<file path="config.mk">
export PLATFORM = sky130hd
export DESIGN_NAME = rtc_event_channels
export DESIGN_NICKNAME = d
export VERILOG_FILES = /design/src/rtl/rtc_evt_pkg.sv /design/src/rtl/rtc_evt_cfg.sv /design/src/rtl/rtc_cmp_unit.sv /design/src/rtl/rtc_capt_unit.sv /design/src/rtl/rtc_flag_bank.sv /design/src/rtl/rtc_event_channels.sv
export SDC_FILE = /design/constraint.sdc
export NUM_CORES = 1
export LEC_CHECK = 0
export BUFFER_PORTS_ARGS = -buffer_cell sky130_fd_sc_hd__buf_2
export CAP_MARGIN = 20
export CORE_MARGIN = 2
export CORE_UTILIZATION = 50
export DETAILED_ROUTE_END_ITERATION = 16
export GPL_ROUTABILITY_DRIVEN = 0
export GPL_TIMING_DRIVEN = 0
export HOLD_SLACK_MARGIN = 0.06
export PLACE_DENSITY = 0.68
export SLEW_MARGIN = 20
export SYNTH_ARGS = -nofsm -noshare
export SYNTH_HDL_FRONTEND = slang
export SYNTH_SLANG_ARGS = --single-unit
export TNS_END_PERCENT = 30
</file>
<file path="constraint.sdc">
create_clock -name clk -period 12.4 [get_ports clk]
set_input_delay 0 -clock clk [delete_from_list [all_inputs] [get_ports clk]]
set_output_delay 0 -clock clk [all_outputs]
set_load 0.02 [all_outputs]
</file>
<file path="src/rtl/rtc_evt_pkg.sv">
package rtc_evt_pkg;
  localparam int NUM_CH = 3;
  localparam int CH_STRIDE = 8;
  localparam int CAPT_MODE_BIT = 9;
  localparam int CONT_MODE_BIT = 18;

  typedef enum logic [2:0] {
    ADR_CTRL  = 3'd0,
    ADR_FLAGS = 3'd1,
    ADR_CMP0  = 3'd2,
    ADR_CMP1  = 3'd3,
    ADR_CMP2  = 3'd4,
    ADR_INC   = 3'd5,
    ADR_CAPT  = 3'd6,
    ADR_NONE  = 3'd7
  } reg_adr_e;
endpackage

</file>
<file path="src/rtl/rtc_evt_cfg.sv">
module rtc_evt_cfg
  import rtc_evt_pkg::*;
#(
  parameter int TW = 32
) (
  input  logic              clk,
  input  logic              rst_n,
  input  logic              wr_en,
  input  logic [2:0]        wr_addr,
  input  logic [TW-1:0]     wr_data,
  input  logic [2:0]        rd_addr,
  input  logic [TW-1:0]     cmp0_i,
  input  logic [TW-1:0]     cmp1_i,
  input  logic [TW-1:0]     cmp2_i,
  input  logic [TW-1:0]     capt_i,
  input  logic [NUM_CH-1:0] flag_i,
  output logic [TW-1:0]     rd_data,
  output logic [NUM_CH-1:0] ch_en_o,
  output logic              capt_mode_o,
  output logic              cont_mode_o,
  output logic [TW-1:0]     inc_o,
  output logic [NUM_CH-1:0] load_o,
  output logic [NUM_CH-1:0] clr_o
);
  logic [NUM_CH-1:0] en_q, en_d;
  logic              capm_q, capm_d, cont_q, cont_d;
  logic [TW-1:0]     inc_q, inc_d;
  logic              ctrl_we, inc_we, flags_we;

  assign ctrl_we  = wr_en && (wr_addr == ADR_CTRL);
  assign inc_we   = wr_en && (wr_addr == ADR_INC);
  assign flags_we = wr_en && (wr_addr == ADR_FLAGS);

  assign load_o[0] = wr_en && (wr_addr == ADR_CMP0);
  assign load_o[1] = wr_en && (wr_addr == ADR_CMP1);
  assign load_o[2] = wr_en && (wr_addr == ADR_CMP2);

  genvar g;
  generate
    for (g = 0; g < NUM_CH; g++) begin : g_fld
      assign clr_o[g] = flags_we && wr_data[g*CH_STRIDE];
      assign en_d[g]  = wr_data[g*CH_STRIDE];
    end
  endgenerate

  assign capm_d = wr_data[CAPT_MODE_BIT];
  assign cont_d = wr_data[CONT_MODE_BIT];
  assign inc_d  = wr_data;

  always_ff @(posedge clk or negedge rst_n) begin
    if (!rst_n) begin
      en_q   <= '0;
      capm_q <= 1'b0;
      cont_q <= 1'b0;
    end else if (ctrl_we) begin
      en_q   <= en_d;
      capm_q <= capm_d;
      cont_q <= cont_d;
    end
  end

  always_ff @(posedge clk or negedge rst_n) begin
    if (!rst_n)      inc_q <= '0;
    else if (inc_we) inc_q <= inc_d;
  end

  assign ch_en_o     = en_q;
  assign capt_mode_o = capm_q;
  assign cont_mode_o = cont_q;
  assign inc_o       = inc_q;

  always_comb begin
    rd_data = '0;
    unique case (rd_addr)
      ADR_CTRL: begin
        for (int i = 0; i < NUM_CH; i++) rd_data[i*CH_STRIDE] = en_q[i];
        rd_data[CAPT_MODE_BIT] = capm_q;
        rd_data[CONT_MODE_BIT] = cont_q;
      end
      ADR_FLAGS: begin
        for (int i = 0; i < NUM_CH; i++) rd_data[i*CH_STRIDE] = flag_i[i];
      end
      ADR_CMP0: rd_data = cmp0_i;
      ADR_CMP1: rd_data = cmp1_i;
      ADR_CMP2: rd_data = cmp2_i;
      ADR_INC:  rd_data = inc_q;
      ADR_CAPT: rd_data = capt_i;
      default:  rd_data = '0;
    endcase
  end


  ctrl_hold_chk: assert property (@(posedge clk) disable iff (!rst_n)
    !ctrl_we |=> $stable(en_q) && $stable(capm_q) && $stable(cont_q));
endmodule

</file>
<file path="src/rtl/rtc_cmp_unit.sv">
module rtc_cmp_unit #(
  parameter int TW          = 32,
  parameter int WIN_BITS    = 16,
  parameter bit AUTO_RELOAD = 1'b0
) (
  input  logic          clk,
  input  logic          rst_n,
  input  logic          chan_en_i,
  input  logic          load_i,
  input  logic [TW-1:0] load_val_i,
  input  logic          cont_i,
  input  logic [TW-1:0] inc_i,
  input  logic [TW-1:0] time_i,
  output logic          hit_o,
  output logic [TW-1:0] cmp_o
);
  localparam int HI_W = TW - WIN_BITS;

  logic [TW-1:0] cmp_q, cmp_d, diff;
  logic          armed_q, armed_d;
  logic          in_win, reload, upd;

  assign diff   = time_i - cmp_q;
  assign in_win = (diff[TW-1:WIN_BITS] == HI_W'(0));
  assign hit_o  = chan_en_i && armed_q && in_win && !load_i;
  assign reload = hit_o && (AUTO_RELOAD ? cont_i : 1'b0);
  assign upd    = load_i || hit_o;

  always_comb begin
    cmp_d   = cmp_q;
    armed_d = armed_q;
    if (load_i) begin
      cmp_d   = load_val_i;
      armed_d = 1'b1;
    end else if (hit_o) begin
      armed_d = reload;
      if (reload) cmp_d = cmp_q + inc_i;
    end
  end

  always_ff @(posedge clk or negedge rst_n) begin
    if (!rst_n) begin
      cmp_q   <= '0;
      armed_q <= 1'b0;
    end else if (upd) begin
      cmp_q   <= cmp_d;
      armed_q <= armed_d;
    end
  end

  assign cmp_o = cmp_q;


  one_shot_chk: assert property (@(posedge clk) disable iff (!rst_n)
    (hit_o && !reload) |=> !armed_q);

  load_rearm_chk: assert property (@(posedge clk) disable iff (!rst_n)
    load_i |=> armed_q && (cmp_q == $past(load_val_i)));

  generate
    if (AUTO_RELOAD) begin : g_reload_chk

      reload_step_chk: assert property (@(posedge clk) disable iff (!rst_n)
        (hit_o && cont_i) |=> armed_q && (cmp_q == $past(cmp_q) + $past(inc_i)));
    end
  endgenerate
endmodule

</file>
<file path="src/rtl/rtc_capt_unit.sv">
module rtc_capt_unit #(
  parameter int TW = 32
) (
  input  logic          clk,
  input  logic          rst_n,
  input  logic          capt_en_i,
  input  logic          evt_i,
  input  logic [TW-1:0] time_i,
  output logic          capt_hit_o,
  output logic [TW-1:0] capt_o
);
  logic          evt_prev_q;
  logic [TW-1:0] capt_q;

  assign capt_hit_o = capt_en_i && evt_i && !evt_prev_q;

  always_ff @(posedge clk or negedge rst_n) begin
    if (!rst_n) evt_prev_q <= 1'b0;
    else        evt_prev_q <= evt_i;
  end

  always_ff @(posedge clk or negedge rst_n) begin
    if (!rst_n)          capt_q <= '0;
    else if (capt_hit_o) capt_q <= time_i;
  end

  assign capt_o = capt_q;


  capt_latch_chk: assert property (@(posedge clk) disable iff (!rst_n)
    capt_hit_o |=> capt_q == $past(time_i));

  capt_idle_chk: assert property (@(posedge clk) disable iff (!rst_n)
    !capt_en_i |=> $stable(capt_q));
endmodule

</file>
<file path="src/rtl/rtc_flag_bank.sv">
module rtc_flag_bank #(
  parameter int N = 3
) (
  input  logic         clk,
  input  logic         rst_n,
  input  logic [N-1:0] set_i,
  input  logic [N-1:0] clr_i,
  output logic [N-1:0] flag_o,
  output logic [N-1:0] evt_o
);
  logic [N-1:0] flag_q, flag_d, evt_q;
  logic         upd;

  assign flag_d = (flag_q & ~clr_i) | set_i;
  assign upd    = |(set_i | clr_i);

  always_ff @(posedge clk or negedge rst_n) begin
    if (!rst_n)   flag_q <= '0;
    else if (upd) flag_q <= flag_d;
  end

  always_ff @(posedge clk or negedge rst_n) begin
    if (!rst_n) evt_q <= '0;
    else        evt_q <= set_i;
  end

  assign flag_o = flag_q;
  assign evt_o  = evt_q;

  genvar g;
  generate
    for (g = 0; g < N; g++) begin : g_chk

      evt_flag_chk: assert property (@(posedge clk) disable iff (!rst_n)
        evt_q[g] |-> flag_q[g]);

      w1c_chk: assert property (@(posedge clk) disable iff (!rst_n)
        (clr_i[g] && !set_i[g]) |=> !flag_q[g]);

      sticky_chk: assert property (@(posedge clk) disable iff (!rst_n)
        (flag_q[g] && !clr_i[g]) |=> flag_q[g]);
    end
  endgenerate
endmodule

</file>
<file path="src/rtl/rtc_event_channels.sv">
module rtc_event_channels
  import rtc_evt_pkg::*;
#(
  parameter int TW       = 32,
  parameter int WIN_BITS = 16
) (
  input  logic              clk,
  input  logic              rst_n,
  input  logic              wr_en,
  input  logic [2:0]        wr_addr,
  input  logic [TW-1:0]     wr_data,
  input  logic [2:0]        rd_addr,
  output logic [TW-1:0]     rd_data,
  input  logic [TW-1:0]     time_view,
  input  logic              capt_in,
  output logic [NUM_CH-1:0] chan_flag,
  output logic [NUM_CH-1:0] chan_evt
);
  logic              rst_meta_q, rst_sync_q;
  logic [NUM_CH-1:0] ch_en, load, clr, cmp_hit, set;
  logic              capm, cont, capt_hit;
  logic [TW-1:0]     inc, capt_val;
  logic [TW-1:0]     cmp_val [NUM_CH];
  logic [NUM_CH-1:0] cmp_en;

  always_ff @(posedge clk or negedge rst_n) begin
    if (!rst_n) begin
      rst_meta_q <= 1'b0;
      rst_sync_q <= 1'b0;
    end else begin
      rst_meta_q <= 1'b1;
      rst_sync_q <= rst_meta_q;
    end
  end

  rtc_evt_cfg #(.TW(TW)) u_cfg (
    .clk(clk), .rst_n(rst_sync_q),
    .wr_en(wr_en), .wr_addr(wr_addr), .wr_data(wr_data),
    .rd_addr(rd_addr),
    .cmp0_i(cmp_val[0]), .cmp1_i(cmp_val[1]), .cmp2_i(cmp_val[2]),
    .capt_i(capt_val), .flag_i(chan_flag),
    .rd_data(rd_data), .ch_en_o(ch_en), .capt_mode_o(capm),
    .cont_mode_o(cont), .inc_o(inc), .load_o(load), .clr_o(clr)
  );

  genvar g;
  generate
    for (g = 0; g < NUM_CH; g++) begin : g_ch
      if (g == 1) begin : g_mode
        assign cmp_en[g] = ch_en[g] && !capm;
      end else begin : g_plain
        assign cmp_en[g] = ch_en[g];
      end
      rtc_cmp_unit #(.TW(TW), .WIN_BITS(WIN_BITS), .AUTO_RELOAD(g == 2)) u_cmp (
        .clk(clk), .rst_n(rst_sync_q),
        .chan_en_i(cmp_en[g]), .load_i(load[g]), .load_val_i(wr_data),
        .cont_i(cont), .inc_i(inc), .time_i(time_view),
        .hit_o(cmp_hit[g]), .cmp_o(cmp_val[g])
      );
    end
  endgenerate

  rtc_capt_unit #(.TW(TW)) u_capt (
    .clk(clk), .rst_n(rst_sync_q),
    .capt_en_i(ch_en[1] && capm), .evt_i(capt_in), .time_i(time_view),
    .capt_hit_o(capt_hit), .capt_o(capt_val)
  );

  assign set = cmp_hit | {1'b0, capt_hit, 1'b0};

  rtc_flag_bank #(.N(NUM_CH)) u_flags (
    .clk(clk), .rst_n(rst_sync_q),
    .set_i(set), .clr_i(clr), .flag_o(chan_flag), .evt_o(chan_evt)
  );


  disabled_quiet_chk: assert property (@(posedge clk) disable iff (!rst_sync_q)
    !ch_en[0] |=> !chan_evt[0]);

  capt_mode_mask_chk: assert property (@(posedge clk) disable iff (!rst_sync_q)
    (capm && !capt_hit) |=> !chan_evt[1]);
endmodule

</file>
; Yosys cells after proc, flatten, opt, wreduce, memory -nomap -nowiden
; Index checks and enable logic that the tools add are counted.
[totals]
ff_bits = 177
in_bits = 74
[classes]
add_sub_neg = 4
eq_ne = 11
n_mux = 18
n_bitwise = 5
reduce_logical = 47
[ops]
columns = operator, n
row1 = $mux 32, 3
row2 = $sub 32x32->32, 3
row3 = $pmux 13 s5, 1
row4 = $logic_not 16->1, 3
row5 = $pmux 7 s5, 1
row6 = $add 32x32->32, 1
row7 = $pmux 6 s5, 1
row8 = $logic_and 1x1->1, 23
row9 = $pmux 1 s7, 3
row10 = $eq 3x3->1 const B, 5
row11 = $eq 3x2->1 const B, 4
row12 = $pmux 1 s6, 2
row13 = $reduce_and 2->1, 5
row14 = $reduce_bool 2->1, 4
row15 = $eq 3x1->1 const B, 2
row16 = $logic_not 3->1, 2
row17 = $mux 1, 6
row18 = $or 3x3->3, 2
row19 = $logic_not 1->1, 5
row20 = $pmux 1 s5, 1
row21 = $and 3x3->3, 1
row22 = $logic_or 1x1->1, 3
row23 = $not 3->3, 1
row24 = $or 3x2->3, 1
row25 = other kinds (2), 2

; Depth between registers and ports, before layout
[logic_depth]
word_depth = 8
mapped_depth = 15

; By module
; Synthesis repeated with hierarchy kept, for this count alone.
[unflattened]
cells_unflattened = 1741
area_unflattened_um2 = 15247.1
[by_module_without_submodules]
columns = mod, n_inst, cells_each, area_per_inst_um2
row1 = rtc_cmp_unit (g_ch[0].u_cmp ...), 2, 364, 2831.5
row2 = rtc_cmp_unit (g_ch[2].u_cmp), 1, 666, 5168.7
row3 = rtc_evt_cfg, 1, 259, 2802.7
row4 = rtc_capt_unit, 1, 70, 1352.5
row5 = rtc_flag_bank, 1, 12, 183.9
row6 = rtc_event_channels, 1, 6, 76.3

; Least setup slack after synthesis
; Ideal clock, no wire load.
[synth_timing]
path_type = register to register
from = register g_ch[2].u_cmp.cmp_q[16]
to = register g_ch[2].u_cmp.cmp_q[10]
t_arrival_ns = 3.158
path_slack_ns = 9.110
stages_incl_launch_ff = 15
path_buffers = 2
synth_period_minus_slack_ns = 3.290
path_cell_list = dfrtp_1 -> inv_1 -> ha_1 -> a21oi_1 -> o21ai_1 -> nor3_1 -> a21oi_4 -> a31oi_1 -> mux2_4 -> nor4_2 -> and4_1 -> buf_6 -> buf_12 -> mux2i_1 -> o21ai_1
[synth_between]
elab_chain_len = 7
elab_cells_between_ends = 9
cone_classes = add/sub (1) / reduce/logical (8)
[synth_lines]
columns = element, line_no
row1 = from (decl), rtc_cmp_unit.sv:19  ; logic [TW-1:0] cmp_q, cmp_d, diff;
row2 = from (signal assigned), rtc_cmp_unit.sv:46  ; cmp_q <= cmp_d;
row3 = $sub 32x32->32 *, rtc_cmp_unit.sv:23  ; assign diff = time_i - cmp_q;
row4 = $logic_not 16->1 *, rtc_cmp_unit.sv:24  ; assign in_win = (diff[TW-1:WIN_BITS] == HI_W'(0));
row5 = $logic_and 1x1->1 * (2 in a row), rtc_cmp_unit.sv:25  ; assign hit_o = chan_en_i && armed_q && in_win && !load_i;
row6 = $logic_and 1x1->1, rtc_cmp_unit.sv:26  ; assign reload = hit_o && (AUTO_RELOAD ? cont_i : 1'b0);
row7 = $reduce_bool 2->1 (no source line), n/a
row8 = $reduce_and 3->1 (no source line) *, n/a
; Mark *: on every way between the ends. The rest lies on a longest branch, timed or not.
; A chain may end at the register's enable or synchronous reset.

; Final worst setup path
[layout_timing]
from = register g_ch[1].u_cmp.cmp_q[2]
to = register u_flags.flag_q[1], in the netlist u_flags.flag_o[1]
[layout_between]
elab_chain_len = 7
elab_cells_between_ends = 8
cone_classes = add/sub (1) / bitwise (3) / reduce/logical (4)
[layout_lines]
columns = element, line_no
row1 = from (decl), rtc_cmp_unit.sv:19
row2 = from (signal assigned), rtc_cmp_unit.sv:46
row3 = $sub 32x32->32 *, rtc_cmp_unit.sv:23
row4 = $logic_not 16->1 *, rtc_cmp_unit.sv:24
row5 = $logic_and 1x1->1 * (2 in a row), rtc_cmp_unit.sv:25
row6 = $or 3x2->3 *, rtc_event_channels.sv:69  ; assign set = cmp_hit | {1'b0, capt_hit, 1'b0};
row7 = $or 3x3->3, rtc_flag_bank.sv:15  ; assign upd = |(set_i | clr_i);
row8 = $reduce_or 3->1, rtc_flag_bank.sv:15
row9 = to (signal assigned), rtc_flag_bank.sv:19  ; else if (upd) flag_q <= flag_d;
row10 = to (decl), rtc_flag_bank.sv:11  ; logic [N-1:0] flag_q, flag_d, evt_q;
; Marks and branches as above.

==> run metrics <==
initial antenna violation count=0; RR Startpoint=g_ch[1].u_cmp.cmp_o[2]$_DFFE_PN0P_; Layout Cells excl Fill=2227; Yosys reg bits=177; Slew Limit Headroom=24.6%; WHS Endpoint=u_flags.flag_o[2]$_DFFE_PN0P_; WL per Instance=22.0 um; CP Launch Type=flip-flop; final setup fails=0; Pint=1560 uW; Final TNS setup=0 ps; CTS Sinks=177; Num CTS Buffers=17; root buf cell=clkbuf_16; CP max stage delay=660 ps; Sw Share=41.9%; Min-Delay Path Class=input pin to flip-flop; fin nets=2032; Critical Path Slowest Stage Cell=a2111oi_0; fin. max-slew vios=0; CP Cell Sequence=inv_1 > ha_1 > a21oi_1 > o21ai_0 > a211oi_1 > nor3_1 > o21a_1 > or3_1 > a2111oi_0 > o2111ai_1 > nor4_2 > a211o_1; Hold Fails Final Rpt=0; part of the cycle the worst path needs=32.7%; Pre-antenna DRT Iters=8; area grow syn2layout=16.8%; Die ar.=0.0299 mm2; Max Fclk=0.246 GHz; GRT Total Usage=32.3%; NetSw=1130 uW; Top Ports=112; syn nets=1832; Synth area leader=dfrtp_1; post-CTS sizing=0; sequential fraction of the synthesis area=31.1%; post-synth cell types=96; H-tree Lvls=4; Post-Layout Inst Area=0.0167 mm2; Pleak=0.00769 uW; crit-path max FO=3; dpl cells=2126; crit end category=flip-flop; YS warnings=0; CP Data Required Time=12790 ps; Reg2Reg Setup Slack=8340 ps; cell area after synthesis=0.0143 mm2; final core utilization=59.6%; hold depth=5; Worst-Margin Slew=1120 ps; final antenna diode count=0; first-pass GRT wire length=74900 um; Synth area leaders=dfrtp_1 (31%), ha_1 (11%), nand2_1 (6.3%), mux2_2 (5.7%), mux2i_1 (4.6%); ANT nets after route=0; Buffers on Ports=108; status=finished, final reports clean; CTS tree=yes; die span in x=173 um; Clock power frac=20.9%; ys async rst share=100%; total wire length=48900 um; Bufs and invs on worst path=1; Max Cap Viol=0; share of cells above drive strength 1=14.5%; vias in the first global route=13000; clk_lat worst skew=450 ps; Post-synth EDFFs=0; Reg power frac=31.8%; hold_sp=wr_addr[0]; Reg2Reg Depth=12; delay-heaviest family, CP=compound AO/OA/AOI/OAI gates; WS Path Type=flip-flop to flip-flop; Critical Path AT=4440 ps; row count=61; syn_area_per_cell=8.71 um2; top cell type's share of synthesized area=31.1%; Logic pwr share=47.3%; via count=13700; post-DP HPWL=38000 um; Worst-path clk slew=70 ps; Pwr Density=161 mW/mm2; Die Height=173 um; Via density=6.14; ys flop type=dfrtp_1; core area=0.0279 mm2; R2R Path End=u_flags.flag_o[1]$_DFFE_PN0P_; drt drc=0; largest net degree at the start of global routing=53; Fillers=2534; RSZ-0062 raised after global routing=no; Initial Utilization=51.0%; Initial DRC Count=1157; CTS Buffer Depth=2; grt ovf=0; clock skew=9.16 ps; maximum VDD drop=0.0000978 V; min cycle time layout=4060 ps; Post-Place Cell Area=0.0154 mm2; WHS=81.2 ps; Post-Synthesis Cells=1636
==> layout by cell type (no fill, tap or decap), types with 11 or more instances in the layout <==
| cell | n |
|---|---|
| nand4_1 | 23 |
| ha_1 | 121 |
| a221o_1 | 29 |
| dlygate4sd3_1 | 69 |
| buf_2 | 109 |
| nand2_1 | 240 |
| clkbuf_1 | 48 |
| a31oi_1 | 12 |
| clkbuf_16 | 17 |
| nand3_1 | 23 |
| dfrtp_1 | 176 |
| inv_1 | 122 |
| o21ai_0 | 88 |
| o21ai_1 | 35 |
| a21o_1 | 40 |
| mux2i_1 | 65 |
| xor2_1 | 19 |
| o21bai_1 | 12 |
| mux2_2 | 72 |
| o211ai_1 | 11 |
| nor2_1 | 99 |
| xnor2_1 | 30 |
| o21a_1 | 11 |
| a22o_1 | 26 |
| nor2b_1 | 15 |
| nor3_1 | 27 |
| a21oi_1 | 89 |
| nand2b_1 | 12 |
==> how the worst max path moves through the flow <==
stage / from / end / cells past startpoint
floorplan: rst_sync_q$_DFF_PN0_ / g_ch[0].u_cmp.armed_q$_DFFE_PN0P_ / 0
global placement: rst_sync_q$_DFF_PN0_ / g_ch[1].u_cmp.cmp_o[5]$_DFFE_PN0P_ / 0
detailed placement: g_ch[1].u_cmp.cmp_o[2]$_DFFE_PN0P_ / u_flags.flag_o[1]$_DFFE_PN0P_ / 12
CTS: g_ch[1].u_cmp.cmp_o[2]$_DFFE_PN0P_ / u_flags.flag_o[1]$_DFFE_PN0P_ / 12
global route: g_ch[1].u_cmp.cmp_o[2]$_DFFE_PN0P_ / g_ch[1].u_cmp.armed_q$_DFFE_PN0P_ / 12
finish: g_ch[1].u_cmp.cmp_o[2]$_DFFE_PN0P_ / u_flags.flag_o[1]$_DFFE_PN0P_ / 12
==> synthesized netlist by cell type (5+ instances only) <==
| cell | number |
|---|---|
| nand2_1 | 240 |
| dfrtp_1 | 177 |
| inv_1 | 122 |
| ha_1 | 121 |
| nor2_1 | 99 |
| a21oi_1 | 89 |
| o21ai_0 | 88 |
| mux2_2 | 72 |
| mux2i_1 | 65 |
| clkbuf_1 | 48 |
| a21o_1 | 40 |
| o21ai_1 | 35 |
| xnor2_1 | 30 |
| a221o_1 | 29 |
| nor3_1 | 27 |
| a22o_1 | 26 |
| nand3_1 | 23 |
| nand4_1 | 23 |
| xor2_1 | 19 |
| nor2b_1 | 15 |
| a31oi_1 | 12 |
| nand2b_1 | 12 |
| o21bai_1 | 12 |
| o211ai_1 | 11 |
| o21a_1 | 11 |
| a211oi_1 | 10 |
| nor4_1 | 10 |
| and4_1 | 9 |
| buf_1 | 9 |
| a211o_1 | 8 |
| and2_1 | 8 |
| and3_1 | 8 |
| o31ai_1 | 7 |
| a2111oi_2 | 5 |
| a41oi_1 | 5 |
| nand4b_1 | 5 |
| nor4_2 | 5 |
| o2111ai_1 | 5 |
| or3_1 | 5 |
==> cells by family after synthesis <==
| kind of cell | Yosys count | synth area share (%) |
|---|---|---|
| AOI/OAI and AO/OA | 446 | 22.0 |
| xor gates and xnor gates | 51 | 3.24 |
| adders and majority gates | 122 | 10.8 |
| buffers and inverters | 189 | 5.56 |
| DFF | 177 | 31.1 |
| muxes | 141 | 10.8 |
| other | 1 | 0.0263 |
| and+or+nand+nor | 509 | 16.6 |
==> final cells by class <==
class                           count  area, um2  share of cell area (%)
Inverter                          123        462                    2.77
Timing Repair Buffer              181       1330                    7.96
Multi-Input combinational cell   1270       9040                    54.3
Sequential cell                   177       4430                    26.6
Tap cell                          378        473                    2.84
Buffer                             66        330                    1.98
Clock inverter                     14        154                   0.924
Clock buffer                       18        439                    2.64
==> worst min-delay path, cell delays in order <==
cell and delay (ps):
buf_2 130, nand2_1 60, nor3_1 120, nand2_1 100, a21o_1 100
==> per-stage QoR <==
| stage | power (uW) | worst slack, ps |
|---|---|---|
| 5_1_grt | 2850 | 7990 |
| 4_1_cts | 2660 | 8400 |
| 2_1_floorplan | 1750 | 7100 |
| 3_3_place_gp | 2040 | 4860 |
| 3_5_place_dp | 2080 | 8410 |
| 6_report | 2690 | 8340 |
==> state kept, by name, summed over array words and instances, names as in the netlist <==
register / cells
g_ch.u_cmp.cmp_o: 96
u_capt.capt_o: 32
u_cfg.inc_o: 32
g_ch.u_cmp.armed_q: 3
u_cfg.ch_en_o: 3
u_flags.evt_o: 3
u_flags.flag_o: 3
rst_meta_q: 1
rst_sync_q: 1
u_capt.evt_prev_q: 1
u_cfg.capt_mode_o: 1
u_cfg.cont_mode_o: 1
==> repair_timing <==
| action | CTS | global route |
|---|---|---|
| endpoints found under the hold margin | 171 | 0 |
| hold buffers | 69 | 0 |
| buffers inserted | 0 | 0 |
==> power by group through the flow <==
stage | combinational [uW] | sequential, uW | clock [uW]
after floorplan | 934 | 817 | 0
after global placement | 1180 | 862 | 0
after detailed placement | 1220 | 858 | 0
after CTS | 1250 | 849 | 565
after global routing | 1400 | 870 | 586
final | 1270 | 856 | 561
==> layer usage <==
layer,track usage [%],up-vias,part of all wire [%]
li1,-,6341,-
met1,46.1,6599,43
met2,49.1,647,44
met3,6.93,78,10
met4,9.85,0,2.6
met5,0,-,0
No activity file was read; power rests on OpenSTA's default activity.
